<file path="config.mk">
export PLATFORM = sky130hd
export DESIGN_NAME = nptw_walker
export DESIGN_NICKNAME = d
export VERILOG_FILES = /design/src/rtl/nptw_pkg.sv /design/src/rtl/nptw_slot_addr.sv /design/src/rtl/nptw_entry_eval.sv /design/src/rtl/nptw_leaf_addr.sv /design/src/rtl/nptw_walker.sv
export SDC_FILE = /design/constraint.sdc
export NUM_CORES = 1
export LEC_CHECK = 0
export ABC_AREA = 1
export BUFFER_PORTS_ARGS = -buffer_cell sky130_fd_sc_hd__buf_2
export CAP_MARGIN = 30
export CELL_PAD_IN_SITES_DETAIL_PLACEMENT = 1
export CELL_PAD_IN_SITES_GLOBAL_PLACEMENT = 1
export CORE_MARGIN = 1
export CORE_UTILIZATION = 35
export DETAILED_ROUTE_END_ITERATION = 7
export GPL_TIMING_DRIVEN = 0
export PLACE_DENSITY_LB_ADDON = 0.1
export REMOVE_ABC_BUFFERS = 1
export SLEW_MARGIN = 20
export SYNTH_ARGS = -nofsm -noshare
export SYNTH_HDL_FRONTEND = slang
export SYNTH_HIERARCHICAL = 1
export SYNTH_SLANG_ARGS = --single-unit
export TNS_END_PERCENT = 10
</file>
<file path="constraint.sdc">
create_clock -name clk -period 5 [get_ports clk]
set_clock_uncertainty 0.15 [all_clocks]
set_input_delay 0.25 -clock clk [delete_from_list [all_inputs] [get_ports clk]]
set_output_delay 0.25 -clock clk [all_outputs]
set_load 0.01 [all_outputs]
</file>
<file path="src/rtl/nptw_pkg.sv">
package nptw_pkg;
  typedef enum logic [1:0] {
    FLT_NONE   = 2'd0,
    FLT_VIOL   = 2'd1,
    FLT_MISCFG = 2'd2
  } fault_e;

  typedef enum logic [1:0] {
    ACC_READ  = 2'd0,
    ACC_WRITE = 2'd1,
    ACC_FETCH = 2'd2
  } kind_e;

  typedef enum logic [2:0] {
    ST_IDLE,
    ST_READ,
    ST_EVAL,
    ST_WRITE,
    ST_DONE
  } wstate_e;

  localparam int unsigned ENTRY_W  = 64;
  localparam int unsigned IDX_W    = 9;
  localparam int unsigned PG_SHIFT = 12;
endpackage

</file>
<file path="src/rtl/nptw_slot_addr.sv">
module nptw_slot_addr #(
  parameter int unsigned GPA_W = 52,
  parameter int unsigned PA_W  = 48
) (
  input  logic [PA_W-13:0]  table_frame,
  input  logic [GPA_W-1:0]  gpa,
  input  logic [2:0]        level,
  output logic [PA_W-1:0]   slot_addr
);
  import nptw_pkg::*;

  logic [63:0]      gpa_x;
  logic [IDX_W-1:0] idx;
  int unsigned      shamt;

  always_comb begin
    gpa_x     = 64'(gpa);
    shamt     = PG_SHIFT + IDX_W * (32'(level) - 1);
    idx       = IDX_W'(gpa_x >> shamt);
    slot_addr = {table_frame, idx, 3'b000};
  end
endmodule

</file>
<file path="src/rtl/nptw_entry_eval.sv">
module nptw_entry_eval #(
  parameter int unsigned PA_W = 48
) (
  input  logic [63:0] entry,
  input  logic [2:0]  level,
  input  logic [1:0]  kind,
  input  logic        user,
  input  logic        dirty_req,
  input  logic        ad_en,
  output logic        not_present,
  output logic        misconfig,
  output logic        perm_ok,
  output logic        is_leaf,
  output logic [63:0] upd_entry,
  output logic        upd_needed
);
  import nptw_pkg::*;

  logic rsv_set;

  generate
    if (PA_W < 52) begin : g_rsv
      assign rsv_set = |entry[51:PA_W];
    end else begin : g_norsv
      assign rsv_set = 1'b0;
    end
  endgenerate

  always_comb begin
    not_present = (entry[2:0] == 3'b000);
    misconfig   = (entry[1] & ~entry[0]) | rsv_set | (entry[7] & (level >= 3'd4));
    is_leaf     = (level == 3'd1) | (entry[7] & ((level == 3'd2) | (level == 3'd3)));
    case (kind)
      ACC_READ:  perm_ok = entry[0];
      ACC_WRITE: perm_ok = entry[1];
      ACC_FETCH: perm_ok = user ? entry[10] : entry[2];
      default:   perm_ok = 1'b0;
    endcase
    upd_entry    = entry;
    upd_entry[8] = entry[8] | ad_en;
    upd_entry[9] = entry[9] | (ad_en & is_leaf & dirty_req);
    upd_needed   = (upd_entry != entry);
  end
endmodule

</file>
<file path="src/rtl/nptw_leaf_addr.sv">
module nptw_leaf_addr #(
  parameter int unsigned GPA_W = 52,
  parameter int unsigned PA_W  = 48
) (
  input  logic [63:0]      entry,
  input  logic [GPA_W-1:0] gpa,
  input  logic [2:0]       level,
  output logic [PA_W-1:0]  hpa
);
  import nptw_pkg::*;

  logic [63:0] gpa_x;
  logic [63:0] mask;
  logic [63:0] frame_x;
  logic [63:0] merged;

  always_comb begin
    gpa_x   = 64'(gpa);
    mask    = (64'd1 << (PG_SHIFT + IDX_W * (32'(level) - 1))) - 64'd1;
    frame_x = 64'({entry[PA_W-1:PG_SHIFT], 12'h000});
    merged  = (frame_x & ~mask) | (gpa_x & mask);
    hpa     = merged[PA_W-1:0];
  end
endmodule

</file>
<file path="src/rtl/nptw_walker.sv">
module nptw_walker #(
  parameter int unsigned GPA_W = 52,
  parameter int unsigned PA_W  = 48
) (
  input  logic              clk,
  input  logic              rst_n,
  input  logic [63:0]       root_ptr,
  input  logic              req_valid,
  input  logic [GPA_W-1:0]  req_gpa,
  input  logic [1:0]        req_kind,
  input  logic              req_user,
  input  logic              req_pgtbl,
  output logic              busy,
  output logic              resp_valid,
  output logic [1:0]        resp_fault,
  output logic [PA_W-1:0]   resp_hpa,
  output logic              mem_req,
  output logic              mem_we,
  output logic [PA_W-1:0]   mem_addr,
  output logic [63:0]       mem_wdata,
  input  logic [63:0]       mem_rdata,
  input  logic              mem_ack
);
  import nptw_pkg::*;

  localparam int unsigned FRAME_W = PA_W - PG_SHIFT;

  wstate_e             state_q, state_d;
  logic [GPA_W-1:0]    gpa_q, gpa_d;
  logic [1:0]          kind_q, kind_d;
  logic                user_q, user_d;
  logic                dirty_q, dirty_d;
  logic                ad_q, ad_d;
  logic [2:0]          level_q, level_d;
  logic [FRAME_W-1:0]  frame_q, frame_d;
  logic [63:0]         entry_q, entry_d;
  logic [1:0]          fault_q, fault_d;
  logic [PA_W-1:0]     hpa_q, hpa_d;

  logic [PA_W-1:0]     slot_addr;
  logic                e_np, e_mc, e_ok, e_leaf, e_upd;
  logic [63:0]         e_new;
  logic [PA_W-1:0]     leaf_hpa;

  nptw_slot_addr #(.GPA_W(GPA_W), .PA_W(PA_W)) u_slot (
    .table_frame(frame_q), .gpa(gpa_q), .level(level_q), .slot_addr(slot_addr)
  );

  nptw_entry_eval #(.PA_W(PA_W)) u_eval (
    .entry(entry_q), .level(level_q), .kind(kind_q), .user(user_q),
    .dirty_req(dirty_q), .ad_en(ad_q),
    .not_present(e_np), .misconfig(e_mc), .perm_ok(e_ok), .is_leaf(e_leaf),
    .upd_entry(e_new), .upd_needed(e_upd)
  );

  nptw_leaf_addr #(.GPA_W(GPA_W), .PA_W(PA_W)) u_leaf (
    .entry(entry_q), .gpa(gpa_q), .level(level_q), .hpa(leaf_hpa)
  );

  // next-state logic
  always_comb begin
    state_d = state_q;
    gpa_d   = gpa_q;
    kind_d  = kind_q;
    user_d  = user_q;
    dirty_d = dirty_q;
    ad_d    = ad_q;
    level_d = level_q;
    frame_d = frame_q;
    entry_d = entry_q;
    fault_d = fault_q;
    hpa_d   = hpa_q;
    unique case (state_q)
      ST_IDLE: begin
        if (req_valid) begin
          gpa_d   = req_gpa;
          kind_d  = req_kind;
          user_d  = req_user;
          dirty_d = (req_kind == ACC_WRITE) | req_pgtbl;
          ad_d    = root_ptr[6];
          frame_d = root_ptr[PA_W-1:PG_SHIFT];
          hpa_d   = '0;
          fault_d = FLT_NONE;
          if (root_ptr[5:3] == 3'd3) begin
            level_d = 3'd4;
            state_d = ST_READ;
          end else if (root_ptr[5:3] == 3'd4) begin
            level_d = 3'd5;
            state_d = ST_READ;
          end else begin
            fault_d = FLT_MISCFG;
            state_d = ST_DONE;
          end
        end
      end
      ST_READ: begin
        if (mem_ack) begin
          entry_d = mem_rdata;
          state_d = ST_EVAL;
        end
      end
      ST_EVAL: begin
        if (e_np) begin
          fault_d = FLT_VIOL;
          state_d = ST_DONE;
        end else if (e_mc) begin
          fault_d = FLT_MISCFG;
          state_d = ST_DONE;
        end else if (!e_ok) begin
          fault_d = FLT_VIOL;
          state_d = ST_DONE;
        end else if (e_upd) begin
          state_d = ST_WRITE;
        end else if (e_leaf) begin
          hpa_d   = leaf_hpa;
          state_d = ST_DONE;
        end else begin
          frame_d = entry_q[PA_W-1:PG_SHIFT];
          level_d = level_q - 3'd1;
          state_d = ST_READ;
        end
      end
      ST_WRITE: begin
        if (mem_ack) begin
          if (e_leaf) begin
            hpa_d   = leaf_hpa;
            state_d = ST_DONE;
          end else begin
            frame_d = entry_q[PA_W-1:PG_SHIFT];
            level_d = level_q - 3'd1;
            state_d = ST_READ;
          end
        end
      end
      ST_DONE: state_d = ST_IDLE;
      default: state_d = ST_IDLE;
    endcase
  end

  // state registers
  always_ff @(posedge clk or negedge rst_n) begin
    if (!rst_n) begin
      state_q <= ST_IDLE;
      gpa_q   <= '0;
      kind_q  <= '0;
      user_q  <= 1'b0;
      dirty_q <= 1'b0;
      ad_q    <= 1'b0;
      level_q <= 3'd1;
      frame_q <= '0;
      entry_q <= '0;
      fault_q <= '0;
      hpa_q   <= '0;
    end else begin
      state_q <= state_d;
      gpa_q   <= gpa_d;
      kind_q  <= kind_d;
      user_q  <= user_d;
      dirty_q <= dirty_d;
      ad_q    <= ad_d;
      level_q <= level_d;
      frame_q <= frame_d;
      entry_q <= entry_d;
      fault_q <= fault_d;
      hpa_q   <= hpa_d;
    end
  end

  assign busy       = (state_q != ST_IDLE);
  assign resp_valid = (state_q == ST_DONE);
  assign resp_fault = fault_q;
  assign resp_hpa   = hpa_q;
  assign mem_req    = (state_q == ST_READ) | (state_q == ST_WRITE);
  assign mem_we     = (state_q == ST_WRITE);
  assign mem_addr   = slot_addr;
  assign mem_wdata  = (state_q == ST_WRITE) ? e_new : 64'd0;
endmodule

</file>
==> flow_summary_export.csv <==
group,metric,value,unit
cells_and_area,layout_common_cells,"nand2_1, buf_2, nand3_1, dfrtp_1, nor2_1",
setup_path,start_kind,"flip-flop",
timing,rsz0062_at_grt,"yes",
detailed_routing,vias,18699,
cells_and_area,fin_nets,3110,
setup_path,critical_path_required,4600,ps
global_route,grt_start_max_net_pins,87,
synth,synthFlopType,"dfrtp_1",
floorplanning,die_y,217,um
global_route,grt_pass1_vias,18989,
status,violations,"setup timing",
timing,hold_slack,65.1,ps
synth,ys_ff_latch,213,
synth,synth_cell_types,51,
cts,clk_pin_slew_worst_paths,60,ps
setup_path,cp_slowest_cell,"dfstp_4",
global_route,grt_pass1_wl,113000,um
cts,clk_path_buf_depth,3,
detailed_routing,ant_nets,0,
global_route,grt-ovfl-total,0,
detailed_routing,first_pass_iters,5,
synth,avgSynthCellArea,6.43,um2
cts,cts_root_buffer,"clkbuf_16",
detailed_routing,wl,74800,um
cells_and_area,drive_above_1_share,24.7,%
detailed_routing,drt_iter0_markers,1274,
timing,maxSlewViolCount,0,
cts,cts_tree,"built",
cts,htreeDepth,1,
floorplanning,die_w,217,um
cts,clock_latency,570,ps
timing,final-setup-viol-count,9,
setup_path,cp.arrival,4730,ps
global_route,track_usage,31.2,%
floorplanning,ioPinCount,354,
floorplanning,core,45500,um2
status,status,"finished with violations",
cts,cts_sinks,213,
detailed_routing,drcViolationCount,0,
timing,fin_ws,-134,ps
floorplanning,initial_core_util,35.6,%
setup_path,cp-end-kind,"output port",
job,cap_viol_max_count,0,
detailed_routing,wire_per_inst,21.3,um
synth,synth_cells,2519,
floorplanning,rows,78,
timing,tns,-587,ps
timing,tightest_slew,851,ps
setup_path,path_max_fanout,5,
setup_path,slowest_delay,710,ps
synth,synthArstFlopShare,100,%
placed_design,place_congestion,0.911,
synth,synth_area,16200,um2
setup_path,critical_path_class,"flip-flop to output port",
synth,yosysWarnings,6,
cells_and_area,final_common_cell,"nand2_1",
placed_design,port_buffers,326,
timing,fin_crit_sh,103,%
cells_and_area,finish.utilization,48.0,%
detailed_routing,vias_per_cell,5.32,
timing,hold_violations,0,
synth,synth_edf_count,0,
timing,max_freq,0.195,GHz
worst_hold_path,worstHoldPathType,"primary input to asynchronous set/reset pin",
setup_path,critPathMostFrequentCell,"ha_4",
synth,synth_seq_area_share,32.9,%
timing,max_slew_margin,43.3,%
placed_design,hpwl,49200,um
cells_and_area,syn_to_final_growth,34.7,%
cts,cts_buffers,27,
floorplanning,die_area,47100,um2
timing,period_minus_slack,5130,ps
global_route,antenna_found_initial,3,
==> flip-flops by register name, indices dropped and copies added (netlist names) <==
name,count
user_q,1
frame_q,36
resp_hpa,48
gpa_q,52
level_q,3
dirty_q,1
ad_q,1
state_q,3
resp_fault,2
entry_q,64
kind_q,2
==> cells by family after synthesis <==
kind of cell,share of synthesized area (%)
buffers and inverters,13.8
XOR/XNOR,0.595
AO/OA/AOI/OAI,4.69
multiplexers,0.409
flip-flops,32.9
AND/OR/NAND/NOR,45.5
adder cells (fa/ha/maj),2.12
other,0.0231
==> layout make-up <==
cell class                 count  area, um2
fill                        5909      23700
multi-input combinational   1867       9690
sequential                   213       5340
timing repair buffer         577       4270
inverter                     204        832
tap                          600        751
clock buffer                  37        743
clock inverter                10        113
timing repair inverter         7       71.3
antenna                        3       7.51
==> critical path: cells and delay by family (launching register included) <==
| kind | cells | cell delay (ps) |
|---|---|---|
| DFF | 1 | 710 |
| AOI/OAI and AO/OA | 2 | 460 |
| buffers and inverters | 6 | 610 |
| and+or+nand+nor | 12 | 1070 |
| adders and majority gates | 5 | 1300 |
==> what timing repair did <==
| action | CTS | global route |
|---|---|---|
| endpoints found under the setup margin | 48 | 41 |
| setup buffers | 43 | 28 |
| endpoints found under the hold margin | 226 | 0 |
| hold buffers | 159 | 0 |
| pin swaps | 23 | 77 |
| resized for setup | 110 | 132 |
| gates cloned | 14 | 2 |
==> through the flow <==
stage	setup WS (ps)	cells	cell area (um2)
global route	-279	3518	21800
detailed placement	-2970	3225	17600
floorplan	-3060	2278	14700
CTS	-112	3488	21100
finish	-134	3518	21800
global placement	-6900	3204	17100
==> synthesized netlist by cell type (12+ instances only) <==
cell	count	area [um2]
nand2_1	926	3480
buf_4	113	848
a21oi_1	41	205
buf_1	14	52.6
nand4_1	129	807
inv_1	192	721
o21ai_0	74	370
o21ai_1	12	60.1
ha_1	21	263
nor2_2	26	163
nand3_1	334	1670
nor2_1	211	792
clkbuf_1	66	248
buf_2	41	205
dfrtp_1	212	5310
==> path summary, 6_finish.rpt <==
kind                                  start            end  slack, ps  depth (start not counted)
worst max-delay path             level_q[0]    mem_addr[8]       -130                         25
worst min-delay path                  rst_n    frame_q[14]         70                          2
max in group asynchronous             rst_n     level_q[0]       3400                          4
worst max register to register   level_q[0]   resp_hpa[41]        120                         27
min in group clk                root_ptr[5]  resp_fault[1]         70                          6
worst min register to register  resp_hpa[6]    resp_hpa[6]        320                          2
==> layer usage <==
layer,GRT usage (%),up-vias,wire (um)
met5,0,-,0
li1,-,8769,-
met1,39.9,9240,31700
met3,4.84,141,4040
met4,11.1,0,2760
met2,52.9,549,36200
Power is left out: the tool's default activity adds up to more than one toggle a clock period on the data nets, which glitch-free logic cannot reach.
